File: src/rtl/spi_frm_pkg.sv
package spi_frm_pkg;

    localparam int HDR_BYTES = 4;
    localparam int MAX_BYTES = 64;
    localparam int LEN_W     = $clog2(MAX_BYTES + 1);
    localparam int CNT_W     = $clog2(MAX_BYTES);

    typedef enum logic [1:0] {
        ST_IDLE,
        ST_HDR,
        ST_POLL,
        ST_DATA
    } frm_state_e;

    function automatic logic [7:0] hdr_byte(
        input logic             rd,
        input logic [CNT_W-1:0] len_m1,
        input logic [23:0]      addr,
        input logic [1:0]       idx
    );
        logic [7:0] b;
        case (idx)
            2'd0:    b = {rd, 1'b1, len_m1};
            2'd1:    b = addr[23:16];
            2'd2:    b = addr[15:8];
            default: b = addr[7:0];
        endcase
        return b;
    endfunction

endpackage

File: src/rtl/spi_clk_div.sv
module spi_clk_div #(
    parameter int HALF_DIV = 2
) (
    input  logic clk,
    input  logic rst_n,
    input  logic run,
    output logic tick
);
    localparam int CW = (HALF_DIV > 1) ? $clog2(HALF_DIV) : 1;

    logic [CW-1:0] cnt_d, cnt_q;

    always_comb begin
        tick  = run && (cnt_q == CW'(HALF_DIV - 1));
        cnt_d = cnt_q;
        if (!run || tick) begin
            cnt_d = '0;
        end else begin
            cnt_d = cnt_q + 1'b1;
        end
    end

    always_ff @(posedge clk or negedge rst_n) begin
        if (!rst_n) begin
            cnt_q <= '0;
        end else begin
            cnt_q <= cnt_d;
        end
    end

endmodule

File: src/rtl/spi_byte_shift.sv
module spi_byte_shift (
    input  logic       clk,
    input  logic       rst_n,
    input  logic       tick,
    input  logic       start,
    input  logic [7:0] tx_byte,
    input  logic       miso,
    output logic       busy,
    output logic       done,
    output logic       sclk,
    output logic       mosi,
    output logic [7:0] rx_byte
);
    typedef struct packed {
        logic       busy;
        logic       done;
        logic       sclk;
        logic       mosi;
        logic [2:0] bitn;
        logic [7:0] tx;
        logic [7:0] rx;
    } shift_t;

    shift_t s_d, s_q;

    always_comb begin
        s_d      = s_q;
        s_d.done = 1'b0;
        if (start) begin
            s_d.busy = 1'b1;
            s_d.sclk = 1'b0;
            s_d.bitn = '0;
            s_d.tx   = tx_byte;
            s_d.mosi = tx_byte[7];
        end else if (s_q.busy && tick) begin
            if (!s_q.sclk) begin
                s_d.sclk = 1'b1;
                s_d.rx   = {s_q.rx[6:0], miso};
            end else begin
                s_d.sclk = 1'b0;
                if (s_q.bitn == 3'd7) begin
                    s_d.busy = 1'b0;
                    s_d.done = 1'b1;
                    s_d.mosi = 1'b0;
                end else begin
                    s_d.bitn = s_q.bitn + 3'd1;
                    s_d.tx   = {s_q.tx[6:0], 1'b0};
                    s_d.mosi = s_q.tx[6];
                end
            end
        end
    end

    always_ff @(posedge clk or negedge rst_n) begin
        if (!rst_n) begin
            s_q <= '0;
        end else begin
            s_q <= s_d;
        end
    end

    assign busy    = s_q.busy;
    assign done    = s_q.done;
    assign sclk    = s_q.sclk;
    assign mosi    = s_q.mosi;
    assign rx_byte = s_q.rx;

    // data line holds while the serial clock is high
    p_mosi_hold_r6: assert property (@(posedge clk) disable iff (!rst_n)
        (s_q.sclk && $past(s_q.sclk)) |-> $stable(s_q.mosi));

    // serial clock moves only on a divider tick
    p_sclk_on_tick_r6: assert property (@(posedge clk) disable iff (!rst_n)
        (!tick && !start) |=> $stable(s_q.sclk));

endmodule

File: src/rtl/spi_reg_framer.sv
module spi_reg_framer #(
    parameter int HALF_DIV   = 4,
    parameter int POLL_LIMIT = 1000
) (
    input  logic        clk,
    input  logic        rst_n,
    input  logic        req_valid,
    output logic        req_ready,
    input  logic        req_read,
    input  logic [6:0]  req_len,
    input  logic [23:0] req_addr,
    input  logic [7:0]  wr_data,
    output logic        wr_take,
    output logic        rd_valid,
    output logic [7:0]  rd_data,
    output logic        done,
    output logic        timeout,
    output logic        spi_sclk,
    output logic        spi_cs_n,
    output logic        spi_mosi,
    input  logic        spi_miso
);
    import spi_frm_pkg::*;

    localparam int PW = $clog2(POLL_LIMIT + 1);

    typedef struct packed {
        frm_state_e       st;
        logic [1:0]       hdr_idx;
        logic [CNT_W-1:0] dcnt;
        logic [CNT_W-1:0] len_m1;
        logic [PW-1:0]    pcnt;
        logic             is_read;
        logic [23:0]      addr;
        logic             cs_n;
        logic             done;
        logic             timeout;
        logic             rd_valid;
        logic [7:0]       rd_data;
    } frm_t;

    frm_t f_d, f_q;

    logic       tick;
    logic       sh_busy, sh_done, sh_start;
    logic [7:0] sh_tx, sh_rx;

    spi_clk_div #(.HALF_DIV(HALF_DIV)) u_div (
        .clk   (clk),
        .rst_n (rst_n),
        .run   (sh_busy),
        .tick  (tick)
    );

    spi_byte_shift u_shift (
        .clk     (clk),
        .rst_n   (rst_n),
        .tick    (tick),
        .start   (sh_start),
        .tx_byte (sh_tx),
        .miso    (spi_miso),
        .busy    (sh_busy),
        .done    (sh_done),
        .sclk    (spi_sclk),
        .mosi    (spi_mosi),
        .rx_byte (sh_rx)
    );

    always_comb begin
        logic [CNT_W-1:0] lm1;
        lm1        = CNT_W'(req_len - 7'd1);
        f_d        = f_q;
        f_d.done     = 1'b0;
        f_d.timeout  = 1'b0;
        f_d.rd_valid = 1'b0;
        sh_start   = 1'b0;
        sh_tx      = 8'h00;
        wr_take    = 1'b0;
        case (f_q.st)
            ST_IDLE: begin
                if (req_valid) begin
                    f_d.st      = ST_HDR;
                    f_d.is_read = req_read;
                    f_d.len_m1  = lm1;
                    f_d.addr    = req_addr;
                    f_d.hdr_idx = 2'd0;
                    f_d.cs_n    = 1'b0;
                    sh_start    = 1'b1;
                    sh_tx       = hdr_byte(req_read, lm1, req_addr, 2'd0);
                end
            end
            ST_HDR: begin
                if (sh_done) begin
                    sh_start = 1'b1;
                    if (f_q.hdr_idx == 2'(HDR_BYTES - 1)) begin
                        f_d.st   = ST_POLL;
                        f_d.pcnt = '0;
                        sh_tx    = 8'h00;
                    end else begin
                        f_d.hdr_idx = f_q.hdr_idx + 2'd1;
                        sh_tx = hdr_byte(f_q.is_read, f_q.len_m1, f_q.addr,
                                         f_q.hdr_idx + 2'd1);
                    end
                end
            end
            ST_POLL: begin
                if (sh_done) begin
                    if (sh_rx[0]) begin
                        f_d.st   = ST_DATA;
                        f_d.dcnt = '0;
                        sh_start = 1'b1;
                        sh_tx    = f_q.is_read ? 8'h00 : wr_data;
                        wr_take  = !f_q.is_read;
                    end else if (f_q.pcnt == PW'(POLL_LIMIT - 1)) begin
                        f_d.st      = ST_IDLE;
                        f_d.cs_n    = 1'b1;
                        f_d.done    = 1'b1;
                        f_d.timeout = 1'b1;
                    end else begin
                        f_d.pcnt = f_q.pcnt + 1'b1;
                        sh_start = 1'b1;
                        sh_tx    = 8'h00;
                    end
                end
            end
            default: begin
                if (sh_done) begin
                    if (f_q.is_read) begin
                        f_d.rd_valid = 1'b1;
                        f_d.rd_data  = sh_rx;
                    end
                    if (f_q.dcnt == f_q.len_m1) begin
                        f_d.st   = ST_IDLE;
                        f_d.cs_n = 1'b1;
                        f_d.done = 1'b1;
                    end else begin
                        f_d.dcnt = f_q.dcnt + 1'b1;
                        sh_start = 1'b1;
                        sh_tx    = f_q.is_read ? 8'h00 : wr_data;
                        wr_take  = !f_q.is_read;
                    end
                end
            end
        endcase
    end

    always_ff @(posedge clk or negedge rst_n) begin
        if (!rst_n) begin
            f_q      <= '0;
            f_q.st   <= ST_IDLE;
            f_q.cs_n <= 1'b1;
        end else begin
            f_q <= f_d;
        end
    end

    assign req_ready = (f_q.st == ST_IDLE);
    assign rd_valid  = f_q.rd_valid;
    assign rd_data   = f_q.rd_data;
    assign done      = f_q.done;
    assign timeout   = f_q.timeout;
    assign spi_cs_n  = f_q.cs_n;

    // acceptance lowers chip select and drops ready
    p_cs_on_accept_r5: assert property (@(posedge clk) disable iff (!rst_n)
        (req_valid && req_ready) |=> (!spi_cs_n && !req_ready));

    // done coincides with chip select released
    p_done_release_r10: assert property (@(posedge clk) disable iff (!rst_n)
        done |-> spi_cs_n);

    // ready returns only together with done
    p_ready_with_done_r2: assert property (@(posedge clk) disable iff (!rst_n)
        $rose(req_ready) |-> done);

    // timeout is part of done and carries no data
    p_timeout_done_r11: assert property (@(posedge clk) disable iff (!rst_n)
        timeout |-> (done && !rd_valid));

    // clock idles low outside a transaction
    p_idle_sclk_r6: assert property (@(posedge clk) disable iff (!rst_n)
        spi_cs_n |-> !spi_sclk);

endmodule

File: config.mk
export PLATFORM = sky130hd
export DESIGN_NAME = spi_reg_framer
export DESIGN_NICKNAME = d
export VERILOG_FILES = /design/src/rtl/spi_frm_pkg.sv /design/src/rtl/spi_clk_div.sv /design/src/rtl/spi_byte_shift.sv /design/src/rtl/spi_reg_framer.sv
export SDC_FILE = /design/constraint.sdc
export NUM_CORES = 1
export LEC_CHECK = 0
export BUFFER_PORTS_ARGS = -buffer_cell sky130_fd_sc_hd__buf_4
export CORE_ASPECT_RATIO = 1.4
export CORE_UTILIZATION = 40
export CTS_BUF_LIST = sky130_fd_sc_hd__clkbuf_8
export DETAILED_ROUTE_END_ITERATION = 12
export SYNTH_ARGS = -nofsm -noshare
export SYNTH_HDL_FRONTEND = slang
export SYNTH_SLANG_ARGS = --single-unit
File: constraint.sdc
create_clock -name clk -period 6.2 [get_ports clk]
set_input_delay 0.62 -clock clk [delete_from_list [all_inputs] [get_ports clk]]
set_output_delay 0.62 -clock clk [all_outputs]
set_load 0.01 [all_outputs]
==> metrics.txt, run 1 <==
maximum vdd drop=around 0.098 mV; post-synthesis sequential area ratio=0.4616; Netlist cell types=55; reg2reg path depth=7; CTS tree=done; critical path type=flip-flop to output pin; ant diodes=0; area grow syn2layout=13.71%; share of cells above drive strength 1=0.2480; WHS=0.2408 ns; post-cts resize count=0; GRT Residual Overflow=0; CTS Buf Count=9; CTS H-tree lvls=3; root buffer cell=clkbuf_8; cell family contributing the most delay on the critical path=simple AND/OR/NAND/NOR gates; Mapped Cells=447; Final min period=3.337 ns; Clock Sinks=87; worst reg-to-reg setup slack=3.31 ns; crit path DAT=2.72 ns; vias in the first global route=3615; Max Cap Viol=0; CORE AREA=0.01140 sq mm; Hold-fix buffers, CTS=0; IO Pins=60; Yosys warning count=0; status=completed; Starting DRT DRC Count=232; post-CTS setup buffers=0; Rows=46; final-report hold violation count=0; Tightest Pin Transition=0.6975 ns; EDFF count, synth=0; fraction of registers with async set/reset=1.000; Fin Setup TNS=0 ns; RSZ-0062 raised after global routing=no; Post-Route WL=10790 um; initial antenna violation count=0; CP Max Fanout=18; worst path cell trace=inv_1, ha_1, inv_1, and3_1, nor3_1, buf_4; cell area power density=183.2 mW/mm^2; clock tree buffer depth=2; IO buf count=between 50 and 60; reg2reg end=u_shift.s_q[10]; Post-route DRC=0; Clock Latency Late Sink=roughly 0.37 ns; Overall Global Routing Usage=0.1932; Pre-antenna DRT Iters=4; first-pass GRT wire length=~18000 um; die height=around 130 um; RePlAce Congestion=0.9112; Die Width=93.80 um; DR WL/cell=16.96 um; Max Transition Viols Final=0; Clock transition at path regs=0.09 ns; Critical Path RT=5.58 ns; Pleak=2.496 nW; Setup Skew=0.01640 ns; endpoints failing setup=0; R2R Path Start=f_q[61]; WP buf/inv=3; crit path launch type=flip-flop; nets=between 500 and 600; cell mode on critical path=inv_1; worst hold path type=input pin to async pin; syn_area_per_cell=10.56 sq um; Seq cells post-synth=87; Fmax=between 200 and 300 MHz; post-route ant nets=0; Tcrit/Tclk final=0.5383; die area=0.01224 sq mm; mapped cell area=around 0.0047 sq mm; Synth Net Count=507; drt via density=5.690; Initial Util=0.4141; Worst path slowest cell=ha_1; Slew HR=0.5350; Worst path max stage delay=0.61 ns; crit end category=output pin; Vias=3619; DP HPWL=approximately 8000 um; ys flop type=dfrtp_1; largest net degree at the start of global routing=45
metal layers:
layer	GRT usage	up-vias	routed length, um
met5	0	-	0
met4	0.1077	0	408
met3	0.03530	28	471
met2	0.3190	107	5418
met1	0.2382	1771	4488
li1	-	1713	-
cell usage in the layout (no fill, tap or decap), types with 4 or more instances in the layout:
cell / count
dfrtp_1: 86
buf_4: 60
nand2_1: 39
mux2_2: 35
nor2_1: 28
a21oi_1: 26
o21ai_0: 23
ha_1: 16
a211oi_1: 14
inv_1: 12
nand3_1: 10
nor3_1: 10
clkbuf_8: 10
mux2_1: 9
xnor2_1: 9
nor2b_1: 8
xor2_1: 8
a222oi_1: 8
o32a_1: 6
mux2i_1: 5
a22oi_1: 5
nor3b_1: 4
nand4_1: 4
or3_1: 4
cell usage after synthesis (all sizes together), types with 4 or more instances:
cell type	count	area (sq um)
a211oi	14	105.1
a21oi	26	130.1
a222oi	8	80.08
a22oi	5	37.54
buf	14	102.6
clkbuf	17	63.81
dfrtp	86	2152
ha	16	200.2
inv	11	41.29
mux2	44	495.5
mux2i	5	50.05
nand2	39	146.4
nand3	10	50.05
nand4	5	37.53
nor2	28	105.1
nor2b	8	50.05
nor3	10	50.05
nor3b	4	30.03
o21ai	25	140.1
o32a	6	60.06
or3	4	25.02
xnor2	9	78.83
xor2	8	70.07
power breakdown:
group | switching, mW | leakage (nW) | internal, mW
registers | 0.00223 | 1.17 | 0.569
logic | 0.0226 | 1.24 | 0.0217
clock network | 0.210 | 0.0903 | 0.158
sequential cells by signal (all words and copies together) (netlist names):
| signal | cells |
|---|---|
| done | 1 |
| f_q | 51 |
| rd_data | 8 |
| rd_valid | 1 |
| spi_cs_n | 1 |
| timeout | 1 |
| u_div.cnt_q | 2 |
| u_shift.busy | 1 |
| u_shift.done | 1 |
| u_shift.mosi | 1 |
| u_shift.rx_byte | 8 |
| u_shift.s_q | 10 |
| u_shift.sclk | 1 |
logic make-up (layout without fill, tap and decap cells):
| group | after synthesis | count (layout) | share of synthesized area |
|---|---|---|---|
| simple gates | 131 | 131 | 0.1463 |
| compound gates | 105 | 105 | 0.1585 |
| flops | 87 | 87 | 0.4616 |
| mux | 49 | 49 | 0.1156 |
| buf+inv | 42 | 87 | 0.04401 |
| xor+xnor | 17 | 17 | 0.03155 |
| fa+ha+maj | 16 | 16 | 0.04242 |
how the worst max path moves through the flow:
stage             from         endpoint  cells after the start
2_1_floorplan  f_q[61]  u_shift.s_q[13]                      9
3_3_place_gp   f_q[61]          wr_take                      6
3_5_place_dp   f_q[61]          wr_take                      6
4_1_cts        f_q[61]          wr_take                      6
5_1_grt        f_q[61]          wr_take                      6
6_report       f_q[61]          wr_take                      6
cell type report:
cell class	instances	area, sq um
clock buffer	10	137.6
clock inverter	6	45.04
fill	1128	6030
inverter	11	41.29
multi-input combinational	318	2333
sequential	87	2178
tap	144	180.2
timing repair buffer	60	450.4
stage by stage:
step | setup WS, ns | power, mW | util | std cells | instance area, sq um
after floorplan | 3.987 | 0.5897 | - | 447 | 4720
after global placement | 3.290 | 0.6275 | 0.4549 | 620 | 5184
after detailed placement | 3.294 | 0.6279 | 0.4549 | 620 | 5184
after CTS | 2.869 | 0.9973 | 0.4709 | 636 | 5366
after global routing | 2.702 | 1.027 | 0.4709 | 636 | 5366
final | 2.863 | 0.9830 | 0.4709 | 636 | 5366
Power figures use the tool's default switching activity.
==> inputs of run 2 (changes only) <==
clock period = 2.92 ns   (was 6.2 ns; I/O delays follow)
==> run 2 against run 1 <==
  * Sequential power up 110%
  * Sequential cell count unchanged
  * Global-route usage about the same
  * Combinational power up 130%
  * Critical path type unchanged
  * Largest cell class unchanged
  * Largest power group unchanged
==> metrics.txt, run 2 (same netlist as run 1, synthesis figures left out) <==
status=completed; RePlAce Congestion=~0.90; Final min period=2.645 ns; nets=roughly 560; CTS Buf Count=9; Vias=about 3600; Post-route DRC=0; Starting DRT DRC Count=192; critical path type=flip-flop to output pin; DP HPWL=roughly 8000 um; Tcrit/Tclk final=0.9058; Final Power=2.218 mW; initial antenna violation count=0; Clock transition at path regs=0.09 ns; Critical Path RT=about 2.6 ns; first-pass GRT wire length=between 15000 and 20000 um; cell area power density=approximately 410 mW/mm^2; Place WS=0.3591 ns; Initial Util=0.4141; internal cell power=1.733 mW; area grow syn2layout=15.64%; reg2reg end=u_shift.rx_byte[0]; dpl cells=628; largest net degree at the start of global routing=61; IO Pins=60; Overall Global Routing Usage=0.1930; Clock Latency Late Sink=about 0.36 ns; GRT Residual Overflow=0; post-route ant nets=0; RSZ-0062 raised after global routing=no; Max Transition Viols Final=0; CP Max Fanout=10; WHS=around 0.0021 ns; Post-Place Cell Area=0.005244 sq mm; Largest regs=f_q (51), u_shift.s_q (10); Switch Pwr=484.6 uW; clock tree buffer depth=2; die height=130.5 um; Setup Skew=slightly above 0.01 ns; vias in the first global route=3612; final-report hold violation count=0; root buffer cell=clkbuf_8; commonest non-fill, non-tap cell in the layout=dfrtp_1; reg2reg path depth=8; CTS tree=done; Max Cap Viol=0; Final Instance Area=approximately 0.0055 sq mm; Largest Register=f_q; crit end category=output pin; Slew HR=0.4726; Clock Sinks=87; worst reg-to-reg setup slack=0.33 ns; Hold-fix buffers, CTS=0; Worst Setup Slack, final=0.2752 ns; drt via density=roughly 5.6; Die Width=93.80 um; max FFs per register=51; Pleak=roughly 2.6 nW; maximum vdd drop=around 0.27 mV; DR WL/cell=16.77 um; endpoints failing setup=0; crit path launch type=flip-flop; CTS H-tree lvls=3; die area=0.01224 sq mm; Pre-antenna DRT Iters=4; ant diodes=0; Seq pwr share=0.546; crit path DAT=2.35 ns; post-cts resize count=0; worst hold path type=input pin to async pin; post-CTS setup buffers=0; combinational power share=0.045; Worst setup startpoint=f_q[61]; power share of the clock group=0.409; switch share=0.2185; CP endpoint=wr_take; fin cells=between 600 and 700; share of cells above drive strength 1=0.2580; Fin Setup TNS=0 ns; CORE AREA=0.01140 sq mm; R2R Path Start=f_q[61]; Final Util=0.4789; Rows=46; commonest cells after routing, fill and taps aside=dfrtp_1, buf_4, nand2_1; Fmax=378.1 MHz; IO buf count=between 50 and 60; Post-Route WL=10800 um; Tightest Pin Transition=0.7910 ns
==> run 2: how the worst min path moves through the flow <==
stage                      from  endpoint  cells past startpoint
after floorplan           rst_n      done                      0
after global placement    rst_n   f_q[44]                      1
after detailed placement  rst_n   f_q[44]                      1
after CTS                 rst_n   f_q[44]                      1
after global routing      rst_n   f_q[44]                      1
final                     rst_n   f_q[44]                      1
==> run 2: critical path, stage by stage (launching register included) <==
cell and delay [ns]:
dfrtp_1 0.47, inv_1 0.10, ha_1 0.24, buf_4 0.18, inv_1 0.21, and3_1 0.47, nor3_1 0.15, buf_4 0.17
==> run 2: per-layer routing <==
metal  vias to the layer above  routed length [um]  track usage
li1                       1733                   -            -
met1                      1742                4703       0.2348
met2                        92                5402       0.3280
met3                        22                 392      0.03704
met4                         0                 304      0.09231
met5                         -                   0            0
==> run 2: power by group through the flow <==
stage,Combinational (mW),Sequential [mW],Clock [mW]
finish,0.100,1.21,0.907
global route,0.111,1.21,1.00
CTS,0.102,1.21,0.937
detailed placement,0.102,1.23,0
global placement,0.101,1.23,0
floorplan,0.0182,1.23,0
==> run 2: cell type report <==
| type | count | area, sq um |
|---|---|---|
| Tap cell | 144 | 180.2 |
| Clock buffer | 9 | 123.9 |
| Fill cell | 1106 | 5938 |
| Timing Repair Buffer | 68 | 510.5 |
| Clock inverter | 7 | 90.09 |
| Multi-Input combinational cell | 318 | 2333 |
| Inverter | 11 | 41.29 |
| Sequential cell | 87 | 2178 |
